===== config.mk =====
export PLATFORM = sky130hd
export DESIGN_NAME = serial_frame_tx
export DESIGN_NICKNAME = d
export VERILOG_FILES = /design/src/rtl/serial_frame_tx.sv
export SDC_FILE = /design/constraint.sdc
export NUM_CORES = 1
export LEC_CHECK = 0
export CAP_MARGIN = 0
export CORE_ASPECT_RATIO = 0.9
export CORE_MARGIN = 3
export CORE_UTILIZATION = 49
export CTS_CLUSTER_DIAMETER = 40
export DETAILED_ROUTE_END_ITERATION = 6
export PLACE_DENSITY = 0.81
export SETUP_SLACK_MARGIN = 0.02
export SYNTH_ARGS = -nofsm -noshare
export SYNTH_HDL_FRONTEND = slang
export SYNTH_SLANG_ARGS = --single-unit

===== constraint.sdc =====
create_clock -name clk -period 6.05 [get_ports clk]
set_input_delay 0.9075 -clock clk [delete_from_list [all_inputs] [get_ports clk]]
set_output_delay 0.9075 -clock clk [all_outputs]
set_load 0.005 [all_outputs]

===== src/rtl/serial_frame_tx.sv =====
module serial_frame_tx #(
  parameter int TICKS_PER_BIT = 16
) (
  input  logic       clk,
  input  logic       rst_n,
  input  logic       bit_tick,
  input  logic [7:0] din,
  input  logic       din_valid,
  output logic       din_ready,
  input  logic [7:0] frame_cfg,
  output logic       tx,
  output logic       busy
);
  localparam int HALF = TICKS_PER_BIT / 2;
  localparam int CW   = $clog2(2 * TICKS_PER_BIT + 1);

  typedef enum logic [2:0] {S_IDLE, S_START, S_DATA, S_PAR, S_STOP} st_t;

  st_t         st;
  logic [CW-1:0] cnt;
  logic [2:0]  idx;
  logic [7:0]  dq;
  logic [5:0]  fq;
  logic [CW-1:0] lim;
  logic [CW-1:0] stop_len;
  logic [7:0]  masked;
  logic        par;
  logic        line;
  logic        last_tick;

  always_comb begin
    for (int i = 0; i < 8; i++)
      masked[i] = dq[i] && (i < 5 + int'(fq[1:0]));
  end

  always_comb begin
    case (fq[5:4])
      2'b00:   par = ~^masked;
      2'b01:   par = ^masked;
      2'b10:   par = 1'b1;
      default: par = 1'b0;
    endcase
  end

  always_comb begin
    if (!fq[2])              stop_len = CW'(TICKS_PER_BIT);
    else if (fq[1:0] == 2'b00) stop_len = CW'(TICKS_PER_BIT + HALF);
    else                     stop_len = CW'(2 * TICKS_PER_BIT);
  end

  assign lim       = (st == S_STOP) ? stop_len : CW'(TICKS_PER_BIT);
  assign last_tick = bit_tick && (cnt == lim - 1'b1);

  always_ff @(posedge clk) begin
    if (!rst_n) begin
      st  <= S_IDLE;
      cnt <= '0;
      idx <= '0;
      dq  <= '0;
      fq  <= '0;
    end else begin
      case (st)
        S_IDLE: if (din_valid) begin
          dq  <= din;
          fq  <= frame_cfg[5:0];
          cnt <= '0;
          st  <= S_START;
        end
        default: if (bit_tick) begin
          if (last_tick) begin
            cnt <= '0;
            case (st)
              S_START: begin
                idx <= '0;
                st  <= S_DATA;
              end
              S_DATA: begin
                if (idx == 3'(4 + int'(fq[1:0])))
                  st <= fq[3] ? S_PAR : S_STOP;
                else
                  idx <= idx + 1'b1;
              end
              S_PAR:   st <= S_STOP;
              default: st <= S_IDLE;
            endcase
          end else begin
            cnt <= cnt + 1'b1;
          end
        end
      endcase
    end
  end

  always_comb begin
    case (st)
      S_START: line = 1'b0;
      S_DATA:  line = dq[idx];
      S_PAR:   line = par;
      default: line = 1'b1;
    endcase
  end

  assign busy      = (st != S_IDLE);
  assign din_ready = !busy;
  assign tx        = line && !frame_cfg[6];
endmodule



After elaboration in Yosys (flattened, before gate mapping)
Cells that the tools add are included.
Widths: inputs -> output; s select.
{ "word_totals": {"ff_bits": 26, "output_inout_bits": 3, "word_cells": 76, "in_bits": 20} }
{ "op_classes": {"n_reduce_logical": 25, "n_lt_le_gt_ge": 9, "eq_ne": 11, "n_mux": 20, "n_bitwise": 1, "add_sub_neg": 5} }
{ "op_table": {"columns": ["cell", "count"], "rows": [
  ["$lt 4x32->1 const A", 3],
  ["$lt 3x32->1 const A", 2],
  ["$mux 6", 7],
  ["$lt 1x32->1 const A", 1],
  ["$lt 2x32->1 const A", 1],
  ["$mux 3", 7],
  ["$logic_and 1x1->1", 10],
  ["$pmux 3 s3", 1],
  ["$reduce_xnor 8->1", 1],
  ["$reduce_xor 8->1", 1],
  ["$add 6x1->6 const B", 1],
  ["$eq 3x2->1 const B", 2],
  ["$eq 6x6->1", 1],
  ["$pmux 1 s3", 2],
  ["$pmux 3 s2", 1],
  ["$reduce_bool 2->1", 3],
  ["$sub 6x1->6 const B", 1],
  ["$reduce_and 5->1", 1],
  ["$add 3x2->4 const A", 1],
  ["$logic_not 2->1", 2],
  ["$lt 3x4->1 const A", 1],
  ["$lt 3x4->1 const B", 1],
  ["$ne 2x2->1 const B", 2],
  ["$reduce_and 2->1", 2],
  ["other kinds (15)", 16]
]} }

Depth between registers and ports, before layout
Gate-level depths: netlist (run 1).
{ "logic_depth": {"word_depth": 10, "depth_mapped": 10, "ltp_nobuf": 8} }

Worst setup path after synthesis (run 1)
No wires, ideal clock.
{ "synth_path": {"path_kind": "register to output", "from": "register fq[0]", "to": "output port tx", "n_path_buf": 1, "stages_incl_launch_ff": 7, "path_slack_ns": 3.454, "arrival_ns": 1.689, "required_ns": 5.142, "cell_sequence": "dfxtp_1 clkbuf_8 o21ai_0 xnor2_1 xnor3_1 or3_1 a31oi_1"} }
{ "synth_between": {"elab_chain_cells": 7, "word_cells_on_any_way": 22, "classes_between": "add/sub (1); order compare (8); mux (2); reduce/logical (11)"} }
{ "synth_lines": {"columns": ["item", "line", "rtl"], "rows": [
  ["start, declared", "23", "logic [5:0] fq;"],
  ["start signal, assigned", "65", "fq <= frame_cfg[5:0];"],
  ["$add 3x2->4 (*)", "33", "masked[i] = dq[i] && (i < 5 + int'(fq[1:0]));"],
  ["$lt 1x32->1 (tied with other cells)", "33", null],
  ["$logic_and 1x1->1", "33", null],
  ["$reduce_xor 8->1 / $reduce_xnor 8->1 (equally long branches)", "39, 38", null],
  ["$pmux 1 s3 (*)", "37", "case (fq[5:4])"],
  ["$pmux 1 s3 (*)", "95", "case (st)"],
  ["$logic_and 1x1->1 (*)", "105", "assign tx = line && !frame_cfg[6];"],
  ["end, declared", "11", "output logic tx,"]
]} }
Every way passes the cells marked *; elsewhere a longest branch is shown, timed or not.

Worst setup path after layout (run 1)
Ends and elaborated chain as after synthesis.

==> metrics.md, run 1 <==
| Metric | Value |
|---|---|
| Status | `complete, no violations` |
| Multi-input combinational cell area | `830 um2` |
| CP required | `5.14 ns` |
| Final Max Slew Viols | `0` |
| Start point of the critical path | `fq[0]` |
| Syn nets | `199` |
| Sequential share of power | `53.3%` |
| Design Power | `0.362 mW` |
| Final hold violation count | `0` |
| Final net count | `214` |
| Worst hold path class | `reg -> reg` |
| CP Capture Type | `output port` |
| Setup TNS after final layout | `0 ns` |
| RSZ-0062 raised after global routing | `no` |
| Power Dens Cells | `216 mW/mm2` |
| Area grow syn2layout | `12.3%` |
| Post-CTS resize count | `0` |
| Worst setup margin | `2.47 ns` |
| DR WL/cell | `13.2 um` |
| Pint | `0.259 mW` |
| Tcrit/Tclk final | `59.2%` |
| Least-Margin Pin Slew | `1.16 ns` |
| Number of H-tree levels | `1` |
| Post-route DRC | `0` |
| Synthesized cell area | `0.00149 mm2` |
| Vias in the first global route | `1217` |
| Reg2reg start | `st[2]` |
| DRT antenna net count | `0` |
| Die ar. | `0.00375 mm2` |
| Clk slew on worst S/H paths | `0.14 ns` |
| Die Height | `58.4 um` |
| Cell Chain, Critical Path | `o21ai_0 -> xnor2_1 -> xnor3_1 -> or3_1 -> a31oi_1 -> clkdlybuf4s50_1` |
| All-Layer GR Usage | `17.4%` |
| Global route total overflow | `0` |
| Initial antenna violation count | `0` |
| Mapped Cells | `176` |
| FF+latch area | `520 um2` |
| Fill count | `272` |
| Average cell area after synthesis | `8.48 um2` |
| Layout cells sized above 1 | `5.79%` |
| Routed WL | `3.03 mm` |
| Chip Width | `64.2 um` |
| Ant. Diodes | `0` |
| Critical path data arrival time | `2.67 ns` |
| Final setup viols | `0` |
| R2R Setup Slk | `3.20 ns` |
| Clk pwr share | `24.6%` |
| Initial DRC count | `43` |
| HPWL Detailed | `2.22 mm` |
| Initial Utilization | `52.6%` |
| Worst VDD drop | `0.000129 V` |
| Kind of critical path | `reg -> out` |
| Crit path capture | `tx` |
| Critical path startpoint category | `register` |
| Final Hold Slack | `0.470 ns` |
| Clock Path Buffers | `2` |
| Core area | `0.00284 mm2` |
| Max Cap Violations | `0` |
| GP Congestion | `0.750` |
| Net Switching | `0.103 mW` |
| FFs w/ async S/R, synth | `0%` |
| CP peak stage delay | `0.53 ns` |
| Pre-antenna DRT Iters | `4` |
| R2R depth | `8` |
| Synth Flop Type | `dfxtp_1` |
| # rows | `18` |
| CP Max Fanout | `9` |
| Post-CTS Setup Bufs | `0` |
| Synthesized flop and latch total | `26` |
| I/O pin count | `23` |
| Switching Share | `28.4%` |
| Layout Utilization | `59.1%` |
| P_leak | `0.601 nW` |
| Hold-fix buffers, CTS | `0` |
| Skew final | `0.000770 ns` |
| Pre-CTS setup slack | `2.86 ns` |
| CTS Buf Count | `3` |
| Worst R2R End | `idx[2]` |
| Synth unique cells | `41` |
| Tmin final | `3.58 ns` |
| Clock root buffer | `clkbuf_4` |
| Max Clock Freq | `279 MHz` |
| CTS tree | `yes` |
| Gate power share | `22.0%` |
| Max_slew headroom | `21.9%` |
| Post-DR vias/cell | `5.55` |
| First-pass GRT wire length | `5.30 mm` |
| DR vias | `1277` |
| Worst-Skew Late Latency | `0.31 ns` |
| Largest net degree at the start of global routing | `26` |
| Post-synthesis sequential area ratio | `34.9%` |
| Input/output buffers | `21` |
| Number of flops mapped to enable cells by yosys | `0` |
| Clock tree sinks | `26` |
| Slowest CP cell | `dfxtp_1` |
| Yosys warning total | `0` |
| Hold Crit Depth | `2` |
[critical path: cells and delay by family (launching register included)]
family | cells | cell delay [ns]
xor gates and xnor gates | 2 | 0.58
AOI/OAI and AO/OA | 2 | 0.37
DFF | 1 | 0.53
buffers and inverters | 1 | 0.53
and+or+nand+nor | 1 | 0.36
[Yosys cell counts (3+ instances only)]
library cell,count,area (um2)
inv_1,5,18.8
a21oi_1,22,110
nand3_1,3,15.0
xnor2_1,7,61.3
nor3_1,7,35.0
clkbuf_8,6,82.6
nor2_1,7,26.3
ha_1,3,37.5
xor2_1,6,52.6
clkbuf_1,4,15.0
mux2i_1,4,40.0
dfxtp_1,26,521
o21ai_0,9,45.0
nand2_1,34,128
[power groups by stage]
stage	registers, mW	logic [mW]	clock network (mW)
2_1_floorplan	0.190	0.0613	0
3_3_place_gp	0.196	0.0769	0
3_5_place_dp	0.197	0.0795	0
4_1_cts	0.193	0.0800	0.0901
5_1_grt	0.196	0.0895	0.0990
6_report	0.193	0.0799	0.0893
[flip-flops by register name (all words and copies together) (netlist names)]
name,count
cnt,6
idx,3
fq,6
st,3
dq,8
[cell type report]
cell class | count | area share (%)
multi-input combinational | 132 | 49.5
sequential | 26 | 31.0
timing repair buffer | 22 | 13.0
tap | 40 | 2.99
clock buffer | 4 | 2.16
inverter | 6 | 1.34
[cells by family after synthesis]
family	after synthesis	share of synthesized area, %
adders and majority gates	3	2.51
DFF	26	34.9
xor gates and xnor gates	14	9.14
and+or+nand+nor	66	21.9
muxes	5	4.19
AOI/OAI and AO/OA	44	17.9
buffers and inverters	18	9.56
[through the flow]
stage                     instance area [um2]  instances
after global routing                     1680        230
after detailed placement                 1640        226
after floorplan                          1490        176
after CTS                                1680        230
final                                    1680        230
after global placement                   1640        226
[cells in the final DEF (no fill, tap or decap), types with 3 or more instances in the layout]
| cell type | instances |
|---|---|
| nor3_1 | 7 |
| ha_1 | 3 |
| clkbuf_4 | 3 |
| o21ai_0 | 9 |
| nand2_1 | 34 |
| dfxtp_1 | 26 |
| nor2_1 | 7 |
| inv_1 | 5 |
| mux2i_1 | 4 |
| xnor2_1 | 7 |
| xor2_1 | 6 |
| a21oi_1 | 22 |
| nand3_1 | 3 |
| clkdlybuf4s50_1 | 21 |
[layer usage]
layer | global-route usage, % | share of wire [%] | up-vias | wire, um
met3 | 2.86 | 6.9 | 4 | 209
met1 | 22.5 | 44 | 586 | 1320
met2 | 29.7 | 48 | 42 | 1470
li1 | - | - | 645 | -
met5 | 0 | 0 | - | 0
met4 | 6.02 | 1.1 | 0 | 33
[worst min path at each step]
stage	from	end	slack, ns
after floorplan	fq[2]	fq[2]	0.43
after global placement	fq[2]	fq[2]	0.45
after detailed placement	fq[2]	fq[2]	0.45
after CTS	fq[2]	fq[2]	0.47
after global routing	fq[2]	fq[2]	0.51
final	fq[2]	fq[2]	0.47
No activity file was read; power rests on OpenSTA's default activity.
==> inputs of run 2 (changes only) <==
- clock period: 6.05 -> 3.3 ns (I/O delays scaled with it)
==> run 2 against run 1 <==
  * Worst setup slack got worse by 2.3 ns
  * Clock power is 150% higher
  * First-iteration DRC count shrank 12%
  * Non-clock buffer count grew 2
  * Flip-flop and latch count unchanged
  * Register-to-register slack worse by 2.8 ns
  * Count of clock-buffer cells in the layout is 1 lower
  * Critical path depth unchanged
==> metrics.md, run 2 (same netlist as run 1, synthesis figures left out) <==
| Metric | Value |
|---|---|
| Tmin final | `3.10 ns` |
| Max_slew headroom | `24.9% (was 21.9%)` |
| Ant. Diodes | `0 (unchanged)` |
| Post-DR vias/cell | `5.64 (was 5.55)` |
| CTS tree | `yes (unchanged)` |
| Largest net degree at the start of global routing | `26 (unchanged)` |
| Cell Chain, Critical Path | `o21ai_0 -> xnor2_1 -> xnor3_1 -> or3_1 -> a31oi_1 -> clkdlybuf4s50_1 (unchanged)` |
| DRT antenna net count | `0 (unchanged)` |
| HPWL Detailed | `2.29 mm (was 2.22 mm)` |
| Post-CTS Setup Bufs | `0 (unchanged)` |
| Post-CTS resize count | `0 (unchanged)` |
| Worst hold path class | `reg -> reg (unchanged)` |
| Final Max Slew Viols | `0 (unchanged)` |
| Post-DP Area | `0.00166 mm2 (was 0.00164 mm2)` |
| Global route total overflow | `0 (unchanged)` |
| Largest Register | `dq (unchanged)` |
| DR vias | `1308 (was 1277)` |
| Initial DRC count | `38 (was 43)` |
| Initial Utilization | `52.6% (unchanged)` |
| Critical path data arrival time | `2.61 ns (was 2.67 ns)` |
| Number of H-tree levels | `1 (unchanged)` |
| P_leak | `0.619 nW (was 0.601 nW)` |
| Most frequent cells in the layout | `34 x nand2_1, 24 x dfxtp_1, 22 x a21oi_1 (was 34 x nand2_1, 26 x dfxtp_1, 22 x a21oi_1)` |
| Chip Width | `64.2 um (unchanged)` |
| Worst VDD drop | `0.000285 V (was 0.000129 V)` |
| CP Max Fanout | `9 (unchanged)` |
| Pre-antenna DRT Iters | `4 (unchanged)` |
| Die ar. | `0.00375 mm2 (unchanged)` |
| Input/output buffers | `21 (unchanged)` |
| First-pass GRT wire length | `5.28 mm (was 5.30 mm)` |
| Vias in the first global route | `1246 (was 1217)` |
| All-Layer GR Usage | `17.7% (was 17.4%)` |
| Final instance area | `0.00171 mm2 (was 0.00168 mm2)` |
| RSZ-0062 raised after global routing | `no (unchanged)` |
| I/O pin count | `23 (unchanged)` |
| Clock root buffer | `clkbuf_4 (unchanged)` |
| Tcrit/Tclk final | `94.0%` |
| Status | `complete, no violations (unchanged)` |
| Max Cap Violations | `0 (unchanged)` |
| Layout cells sized above 1 | `7.81% (was 5.79%)` |
| Area grow syn2layout | `14.6% (was 12.3%)` |
| Final hold violation count | `0 (unchanged)` |
| Core area | `0.00284 mm2 (unchanged)` |
| Clk slew on worst S/H paths | `0.15 ns (was 0.14 ns)` |
| CP Capture Type | `output port (unchanged)` |
| Hold-fix buffers, CTS | `0 (unchanged)` |
| CTS Buf Count | `3 (unchanged)` |
| Max reg flops | `8 (unchanged)` |
| Top flop regs | `dq: 8 flops, cnt: 6 flops, fq: 6 flops (unchanged)` |
| Final setup viols | `0 (unchanged)` |
| Max Clock Freq | `322 MHz` |
| Initial antenna violation count | `0 (unchanged)` |
| Fill count | `259 (was 272)` |
| GP Congestion | `0.771 (was 0.750)` |
| Slowest CP cell | `clkdlybuf4s50_1 (was dfxtp_1)` |
| Kind of critical path | `reg -> out (unchanged)` |
| Commonest non-fill, non-tap cell in the layout | `nand2_1 (unchanged)` |
| Skew final | `0.00731 ns (was 0.000770 ns)` |
| # rows | `18 (unchanged)` |
| Worst-Skew Late Latency | `0.34 ns (was 0.31 ns)` |
| Clock Path Buffers | `2 (unchanged)` |
| CP required | `2.80 ns (was 5.14 ns)` |
| CP peak stage delay | `0.53 ns (about the same)` |
| Critical path startpoint category | `register (unchanged)` |
| DR WL/cell | `13.5 um (was 13.2 um)` |
| Setup TNS after final layout | `0 ns (unchanged)` |
| Clock tree sinks | `26 (unchanged)` |
| Least-Margin Pin Slew | `1.11 ns (was 1.16 ns)` |
| Power Dens Cells | `427 mW/mm2 (was 216 mW/mm2)` |
| Routed WL | `3.14 mm (was 3.03 mm)` |
| Die Height | `58.4 um (unchanged)` |
| Final net count | `216 (was 214)` |
| Post-route DRC | `0 (unchanged)` |
==> run 2: final cells by class <==
| class | instances | area [um2] | share of cell area [%] |
|---|---|---|---|
| Sequential cell | 26 | 523 | 30.6 |
| Multi-Input combinational cell | 132 | 830 | 48.5 |
| Clock inverter | 1 | 30.0 | 1.76 |
| Timing Repair Buffer | 24 | 233 | 13.6 |
| Inverter | 6 | 22.5 | 1.32 |
| Clock buffer | 3 | 22.5 | 1.32 |
| Tap cell | 40 | 50.0 | 2.93 |
==> run 2: power by group <==
part	switching, mW	internal [mW]
sequential	0.0173	0.333
clock	0.100	0.123
combinational	0.0782	0.0790
==> run 2: final timing paths <==
check / start / endpoint / slack, ns / cells past startpoint
setup / recovery: fq[0] / tx / 0.20 / 6
setup reg to reg: st[2] / idx[2] / 0.39 / 8
hold reg to reg: fq[2] / fq[2] / 0.47 / 2
hold / removal: fq[2] / fq[2] / 0.47 / 2
==> run 2: critical path, delay by kind of cell (launching register included) <==
kind / cells / cell delay (ns)
buffers and inverters: 1 / 0.53
DFF: 1 / 0.40
and+or+nand+nor: 1 / 0.35
AOI/OAI and AO/OA: 2 / 0.42
xor gates and xnor gates: 2 / 0.57
==> run 2: layer usage <==
layer | wire length (um) | part of all wire, % | global-route usage, % | vias to the layer above
met5 | 0 | 0 | 0 | -
met4 | 40 | 1.3 | 7.83 | 0
met3 | 211 | 6.7 | 5.34 | 6
met2 | 1500 | 48 | 29.6 | 46
met1 | 1380 | 44 | 21.2 | 606
li1 | - | - | - | 650
==> run 2: stage by stage <==
stage | hold WS (ns) | utilization (%) | worst slack, ns | power [mW] | cells
finish | 0.466 | 60.3 | 0.197 | 0.730 | 232
global route | 0.498 | 60.3 | 0.0711 | 0.765 | 232
CTS | 0.469 | 60.2 | 0.118 | 0.731 | 232
detailed placement | 0.451 | 58.3 | 0.502 | 0.513 | 228
global placement | 0.449 | 58.3 | 0.543 | 0.504 | 228
floorplan | 0.434 | - | 1.12 | 0.462 | 176
